--- src/rtl/pwmrb_pkg.sv ---
package pwmrb_pkg;
  localparam int NUM_CH    = 4;
  localparam int CH_W      = $clog2(NUM_CH);
  localparam int DATA_W    = 32;
  localparam int PRESC_W   = 8;
  localparam int CSEL_W    = 3;
  // word offsets; the channel block layout is decoded by neighbours
  localparam int OFF_PRESC  = 'h00;
  localparam int OFF_CSEL   = 'h04;
  localparam int OFF_CTRL   = 'h08;
  localparam int OFF_CH     = 'h0C;
  localparam int CH_STRIDE  = 12;
  localparam int OFF_IEN    = OFF_CH + CH_STRIDE * NUM_CH;
  localparam int OFF_ISTAT  = OFF_IEN + 4;
  localparam int OFF_WDOG   = OFF_ISTAT + 4;

  typedef enum logic [3:0] {
    K_NONE, K_PRESC, K_CSEL, K_CTRL, K_PERIOD, K_COMPARE,
    K_DATA, K_IEN, K_ISTAT, K_WDOG
  } reg_kind_e;

  typedef struct packed {
    reg_kind_e         kind;
    logic [CH_W-1:0]   ch;
  } dec_t;

  // bit bases of per-channel fields inside shared words
  function automatic int presc_base(int i);
    return PRESC_W * (i / 2);
  endfunction
  function automatic int csel_base(int i);
    return 4 * i;
  endfunction
  function automatic int ctrl_base(int i);
    return (i == 0) ? 0 : 4 + 4 * i;
  endfunction
endpackage

--- src/rtl/pwmrb_decode.sv ---
module pwmrb_decode
  import pwmrb_pkg::*;
#(
  parameter int ADDR_W = 12
) (
  input  logic [ADDR_W-1:0] addr,
  output dec_t              dec
);
  always_comb begin
    dec.kind = K_NONE;
    dec.ch   = '0;
    if (addr[1:0] == 2'b00) begin
      if (addr == ADDR_W'(OFF_PRESC))      dec.kind = K_PRESC;
      else if (addr == ADDR_W'(OFF_CSEL))  dec.kind = K_CSEL;
      else if (addr == ADDR_W'(OFF_CTRL))  dec.kind = K_CTRL;
      else if (addr == ADDR_W'(OFF_IEN))   dec.kind = K_IEN;
      else if (addr == ADDR_W'(OFF_ISTAT)) dec.kind = K_ISTAT;
      for (int i = 0; i < NUM_CH; i++) begin
        if (addr == ADDR_W'(OFF_CH + CH_STRIDE * i)) begin
          dec.kind = K_PERIOD;  dec.ch = CH_W'(i);
        end
        if (addr == ADDR_W'(OFF_CH + CH_STRIDE * i + 4)) begin
          dec.kind = K_COMPARE; dec.ch = CH_W'(i);
        end
        if (addr == ADDR_W'(OFF_CH + CH_STRIDE * i + 8)) begin
          dec.kind = K_DATA;    dec.ch = CH_W'(i);
        end
        if (addr == ADDR_W'(OFF_WDOG + 4 * i)) begin
          dec.kind = K_WDOG;    dec.ch = CH_W'(i);
        end
      end
    end
  end
endmodule

--- src/rtl/pwmrb_chan_regs.sv ---
module pwmrb_chan_regs
  import pwmrb_pkg::*;
#(
  parameter int CNT_W = 16
) (
  input  logic              clk,
  input  logic              rst_n,
  input  logic              wr_period,
  input  logic              wr_compare,
  input  logic [DATA_W-1:0] wdata,
  output logic [CNT_W-1:0]  period,
  output logic [CNT_W-1:0]  compare
);
  localparam logic [CNT_W-1:0]  CNT_MAX = {CNT_W{1'b1}};
  localparam logic [DATA_W-1:0] CNT_MAX_EXT = DATA_W'(CNT_MAX);

  logic [CNT_W-1:0] clamped;
  assign clamped = (wdata > CNT_MAX_EXT) ? CNT_MAX : wdata[CNT_W-1:0];

  always_ff @(posedge clk or negedge rst_n) begin
    if (!rst_n) begin
      period  <= '0;
      compare <= '0;
    end else begin
      if (wr_period)  period  <= clamped;
      if (wr_compare) compare <= clamped;
    end
  end
endmodule

--- src/rtl/pwmrb_fields.sv ---
module pwmrb_fields
  import pwmrb_pkg::*;
(
  input  logic [DATA_W-1:0]         presc_word,
  input  logic [DATA_W-1:0]         csel_word,
  input  logic [DATA_W-1:0]         ctrl_word,
  output logic [NUM_CH*PRESC_W-1:0] ch_prescale,
  output logic [NUM_CH*CSEL_W-1:0]  ch_clksel,
  output logic [NUM_CH-1:0]         ch_enable,
  output logic [NUM_CH-1:0]         ch_invert,
  output logic [NUM_CH-1:0]         ch_toggle
);
  for (genvar g = 0; g < NUM_CH; g++) begin : g_ch
    localparam int PB = presc_base(g);
    localparam int SB = csel_base(g);
    localparam int CB = ctrl_base(g);
    assign ch_prescale[g*PRESC_W +: PRESC_W] = presc_word[PB +: PRESC_W];
    assign ch_clksel[g*CSEL_W +: CSEL_W]     = csel_word[SB +: CSEL_W];
    assign ch_enable[g] = ctrl_word[CB];
    assign ch_invert[g] = ctrl_word[CB + 2];
    assign ch_toggle[g] = ctrl_word[CB + 3];
  end
endmodule

--- src/rtl/pwmrb_regbank.sv ---
module pwmrb_regbank
  import pwmrb_pkg::*;
#(
  parameter int ADDR_W = 12,
  parameter int CNT_W  = 16
) (
  input  logic                      clk,
  input  logic                      rst_n,
  input  logic                      bus_valid,
  input  logic                      bus_write,
  input  logic [ADDR_W-1:0]         bus_addr,
  input  logic [DATA_W-1:0]         bus_wdata,
  output logic [DATA_W-1:0]         bus_rdata,
  output logic                      bus_rvalid,
  output logic                      bus_err,
  output logic [NUM_CH*PRESC_W-1:0] ch_prescale,
  output logic [NUM_CH*CSEL_W-1:0]  ch_clksel,
  output logic [NUM_CH-1:0]         ch_enable,
  output logic [NUM_CH-1:0]         ch_invert,
  output logic [NUM_CH-1:0]         ch_toggle,
  output logic [NUM_CH*CNT_W-1:0]   ch_period,
  output logic [NUM_CH*CNT_W-1:0]   ch_compare
);
  dec_t dec;
  logic wr_en, rd_en;
  logic [DATA_W-1:0] presc_q, csel_q, ctrl_q;
  logic [CNT_W-1:0]  per_q [NUM_CH];
  logic [CNT_W-1:0]  cmp_q [NUM_CH];
  logic [DATA_W-1:0] rd_mux;
  logic              rd_bad;

  assign wr_en = bus_valid &&  bus_write;
  assign rd_en = bus_valid && !bus_write;

  pwmrb_decode #(.ADDR_W(ADDR_W)) u_dec (.addr(bus_addr), .dec(dec));

  always_ff @(posedge clk or negedge rst_n) begin
    if (!rst_n) begin
      presc_q <= '0;
      csel_q  <= '0;
      ctrl_q  <= '0;
    end else if (wr_en) begin
      if (dec.kind == K_PRESC) presc_q <= bus_wdata;
      if (dec.kind == K_CSEL)  csel_q  <= bus_wdata;
      if (dec.kind == K_CTRL)  ctrl_q  <= bus_wdata;
    end
  end

  for (genvar g = 0; g < NUM_CH; g++) begin : g_ch
    pwmrb_chan_regs #(.CNT_W(CNT_W)) u_chan (
      .clk       (clk),
      .rst_n     (rst_n),
      .wr_period (wr_en && dec.kind == K_PERIOD  && dec.ch == CH_W'(g)),
      .wr_compare(wr_en && dec.kind == K_COMPARE && dec.ch == CH_W'(g)),
      .wdata     (bus_wdata),
      .period    (per_q[g]),
      .compare   (cmp_q[g])
    );
    assign ch_period[g*CNT_W +: CNT_W]  = per_q[g];
    assign ch_compare[g*CNT_W +: CNT_W] = cmp_q[g];
  end

  pwmrb_fields u_fields (
    .presc_word (presc_q),
    .csel_word  (csel_q),
    .ctrl_word  (ctrl_q),
    .ch_prescale(ch_prescale),
    .ch_clksel  (ch_clksel),
    .ch_enable  (ch_enable),
    .ch_invert  (ch_invert),
    .ch_toggle  (ch_toggle)
  );

  always_comb begin
    rd_mux = '0;
    rd_bad = 1'b0;
    case (dec.kind)
      K_PRESC:   rd_mux = presc_q;
      K_CSEL:    rd_mux = csel_q;
      K_CTRL:    rd_mux = ctrl_q;
      K_PERIOD:  rd_mux = DATA_W'(per_q[dec.ch]);
      K_COMPARE: rd_mux = DATA_W'(cmp_q[dec.ch]);
      K_NONE:    rd_bad = 1'b1;
      default:   rd_mux = '0;
    endcase
  end

  always_ff @(posedge clk or negedge rst_n) begin
    if (!rst_n) begin
      bus_rdata  <= '0;
      bus_rvalid <= 1'b0;
      bus_err    <= 1'b0;
    end else begin
      bus_rvalid <= rd_en;
      bus_err    <= rd_en && rd_bad;
      bus_rdata  <= rd_en ? rd_mux : '0;
    end
  end
endmodule

--- config.mk ---
export PLATFORM = sky130hd
export DESIGN_NAME = pwmrb_regbank
export DESIGN_NICKNAME = d
export VERILOG_FILES = /design/src/rtl/pwmrb_pkg.sv /design/src/rtl/pwmrb_decode.sv /design/src/rtl/pwmrb_chan_regs.sv /design/src/rtl/pwmrb_fields.sv /design/src/rtl/pwmrb_regbank.sv
export SDC_FILE = /design/constraint.sdc
export NUM_CORES = 1
export LEC_CHECK = 0
export BUFFER_PORTS_ARGS = -buffer_cell sky130_fd_sc_hd__buf_2
export CAP_MARGIN = 20
export CORE_ASPECT_RATIO = 0.6
export CORE_MARGIN = 5
export CORE_UTILIZATION = 59
export DETAILED_ROUTE_END_ITERATION = 8
export HOLD_SLACK_MARGIN = 0.08
export PLACE_DENSITY = 0.89
export SETUP_SLACK_MARGIN = 0.1
export SYNTH_ARGS = -nofsm -noshare
export SYNTH_HDL_FRONTEND = slang
export SYNTH_SLANG_ARGS = --single-unit
--- constraint.sdc ---
create_clock -name clk -period 2 [get_ports clk]
set_clock_uncertainty 0.2 [all_clocks]
set_input_delay 0.3 -clock clk [delete_from_list [all_inputs] [get_ports clk]]
set_output_delay 0.3 -clock clk [all_outputs]
set_load 0.02 [all_outputs]
==> reports/metrics.yaml <==
clock_network:
  numCtsBuffers: 24
  clockBufferDepth: 3
  clkLatencyLatePin_ns: 0.51
  cts-root-buf: "clkbuf_16"
  cts_tree: "built"
  cts_sinks: 258
  clkTransAtPathRegs_ns: 0.06
  htreeDepth: 1
worst_setup_path:
  worstSetupStartpointType: "input pin"
  crit_type: "in2reg"
  slowest_stage: "o221ai_1"
  cp.required_ns: 2.20
  startpoint: "bus_addr[3]"
  arrival_ns: 2.27
  path_max_fanout: 16
  r2r_start: "presc_q[13]$_DFFE_PN0P_"
  crit_chain: "buf_2 -> buf_4 -> nand2_1 -> o221ai_1 -> nand3_2 -> or2_4 -> nor3_4 -> buf_12 -> mux2_4"
  end_kind: "flip-flop"
  cpPeakStageDelay_ns: 0.34
placed_design:
  post-dp-hpwl_um: 25400
  port_buffers: 265
  gp_congestion: 0.917
  place_inst: 1455
  post-place-ws_ns: -0.576
grt:
  grt_pass1_vias: 10200
  overflow: 0
  grt_pass1_wl_um: 61800
  grt_max_degree: 58
  grt_use_total: 0.337
  antenna_found_initial: 0
synth:
  synthMuxAreaShare: 0.239
  synth_top_family_by_area: "multiplexers"
  synthesis.yosys.warnings: 0
  seq_area_frac_synth: 0.534
  synth_seq_cells: 258
  yosys.area_share.simple: 0.0620
  syn_inst: 958
  avgSynthCellArea_um2: 12.6
  async_reset_ff_frac: 1.00
  synth-compound-area-share: 0.0966
  synth_xor_area_frac: 0.000724
  syn_nets: 1006
  synth-edff-count: 0
  synthAdderAreaFrac: 0
  synth.distinct_cells: 56
  netlist_area_mm2: 0.0121
  synth_flop_cell: "dfrtp_1"
timing:
  tightest_slew_ns: 0.530
  finalWorstSetupSlack_ns: -0.0706
  tns_ns: -3.56
  period_needed_ns: 2.07
  max_freq_mhz: 483
  slew_headroom: 0.647
  min_period_over_period: 1.04
  grt_setup_unrepaired: "true"
  finalMaxSlewViolations: 0
  setup_viol: 116
  hold_viol_final: 0
layout:
  multi_input_area_mm2: 0.00565
  area_growth_pct: 37.8
  layoutNonFillerInstCount: 1568
  ff_latch_area_mm2: 0.00646
  nFillCells: 1050
  layout_common_cells: "259 x buf_2, 258 x dfrtp_1, 168 x mux2_4, 72 x buf_4, 57 x mux2_2"
  layout_commonest_cell: "buf_2"
  num_antenna_cells: 0
  drive_gt1_frac: 0.555
  num-nets-final: 1327
floorplan:
  ios: 266
  start_util: 0.603
  core.rowCount: 40
  core_mm2: 0.0201
  fp.dieW_um: 195
  die_h_um: 121
  die-area_mm2: 0.0236
worst_hold_path:
  worstHoldPathType: "in2async"
route:
  drtAntennaViolNets: 0
  wirelength_um: 42100
  vias: 9811
  dr.pass1.iters: 5
  wl_per_cell_um: 26.8
  drt_iter0_drc: 837
  drcViolationCount: 0
  via_per_inst: 6.26
job:
  drv_cap: 0
pwr:
  powerDensity_mw_per_mm2: 640
  leakage_nw: 8.62
  ir_drop_mv: 0.508
  p_total_mw: 10.7
status:
  violations: "negative setup slack"
  status: "finished, violations left"
area by class of cell:
class	instances	share of cell area
inverter	2	0.000450
sequential	258	0.387
clock buffer	38	0.0453
multi-input combinational	564	0.339
timing repair buffer	429	0.205
clock inverter	4	0.00285
tap	273	0.0205
cell usage after synthesis, types with 2 or more instances:
cell type,n,share of area
nor3_1,2,0.00083
a22oi_1,33,0.020
or2_2,17,0.0088
o21ai_0,38,0.016
mux2i_1,32,0.026
nor2b_1,3,0.0016
a31oi_1,17,0.0088
nand2b_1,3,0.0016
buf_2,23,0.0095
o21ai_1,2,0.00083
nor2_1,39,0.012
a221o_1,2,0.0017
nor3_2,3,0.0025
a21oi_1,18,0.0074
nor4_1,5,0.0026
inv_1,2,0.00062
o221ai_1,2,0.0014
nor4b_1,2,0.0014
mux2_4,10,0.012
a22o_1,33,0.024
nor3b_1,2,0.0012
buf_6,3,0.0028
a21o_1,16,0.0099
nand3_2,2,0.0017
nand3b_4,2,0.0033
mux2_2,208,0.19
nor3_4,2,0.0027
mux2_1,7,0.0065
nand2_1,40,0.012
buf_4,62,0.038
o21a_1,2,0.0012
dfrtp_1,258,0.53
buf_1,4,0.0012
clkbuf_1,39,0.012
nand3_1,4,0.0017
per-stage QoR:
step	hold WS (ns)	util	area, um2
finish	0.100	0.831	16700
global route	0.136	0.831	16700
CTS	0.0919	0.810	16200
detailed placement	0.0603	0.707	14200
global placement	0.0603	0.707	14200
floorplan	-0.196	-	12500
layer usage:
metal | part of all wire | vias up | GRT usage
li1 | - | 4037 | -
met1 | 0.42 | 5023 | 0.481
met2 | 0.45 | 663 | 0.518
met3 | 0.11 | 88 | 0.0796
met4 | 0.026 | 0 | 0.105
met5 | 0 | - | 0
kinds of logic after synthesis:
logic type / after synthesis
XOR/XNOR: 1
AO/OA/AOI/OAI: 170
AND/OR/NAND/NOR: 136
buffers and inverters: 136
multiplexers: 257
flip-flops: 258
flip-flops by register name, summed over array words and instances (netlist names):
name                 cells
g_ch.u_chan.compare     64
g_ch.u_chan.period      64
bus_rdata               32
csel_q                  32
ctrl_q                  32
presc_q                 32
bus_err                  1
bus_rvalid               1
timing repair:
action,4_1_cts,5_1_grt
buffers inserted,15,7
setup endpoints to repair,213,256
gates resized for setup,120,79
hold endpoints to repair,356,1
hold buffers,34,1
gates cloned,12,5
pin swaps,7,19
worst paths after layout:
path / endpoint / cells after the start / slack [ns]
setup / recovery: g_ch[1].u_chan.compare[14]$_DFFE_PN0P_ / 9 / -0.07
hold / removal: presc_q[13]$_DFFE_PN0P_ / 2 / 0.1
setup reg to reg: bus_rdata[13]$_DFF_PN0_ / 4 / 0.60
hold reg to reg: csel_q[18]$_DFFE_PN0P_ / 1 / 0.32
max in group asynchronous: g_ch[3].u_chan.compare[12]$_DFFE_PN0P_ / 3 / 0.81
min in group clk: bus_err$_DFF_PN0_ / 5 / 0.11
worst max-delay path: cells and delay by family:
| family | cells | cell delay, ns |
|---|---|---|
| and+or+nand+nor | 4 | 0.68 |
| buffers and inverters | 3 | 0.61 |
| AOI/OAI and AO/OA | 1 | 0.34 |
| muxes | 1 | 0.32 |
report_power, final:
part | switching (mW) | total (mW) | internal (mW)
Combinational | 0.432 | 0.735 | 0.303
Clock | 1.98 | 4.69 | 2.71
Sequential | 0.0183 | 5.25 | 5.24
Total | 2.43 | 10.7 | 8.24
No activity file was read; power rests on OpenSTA's default activity.
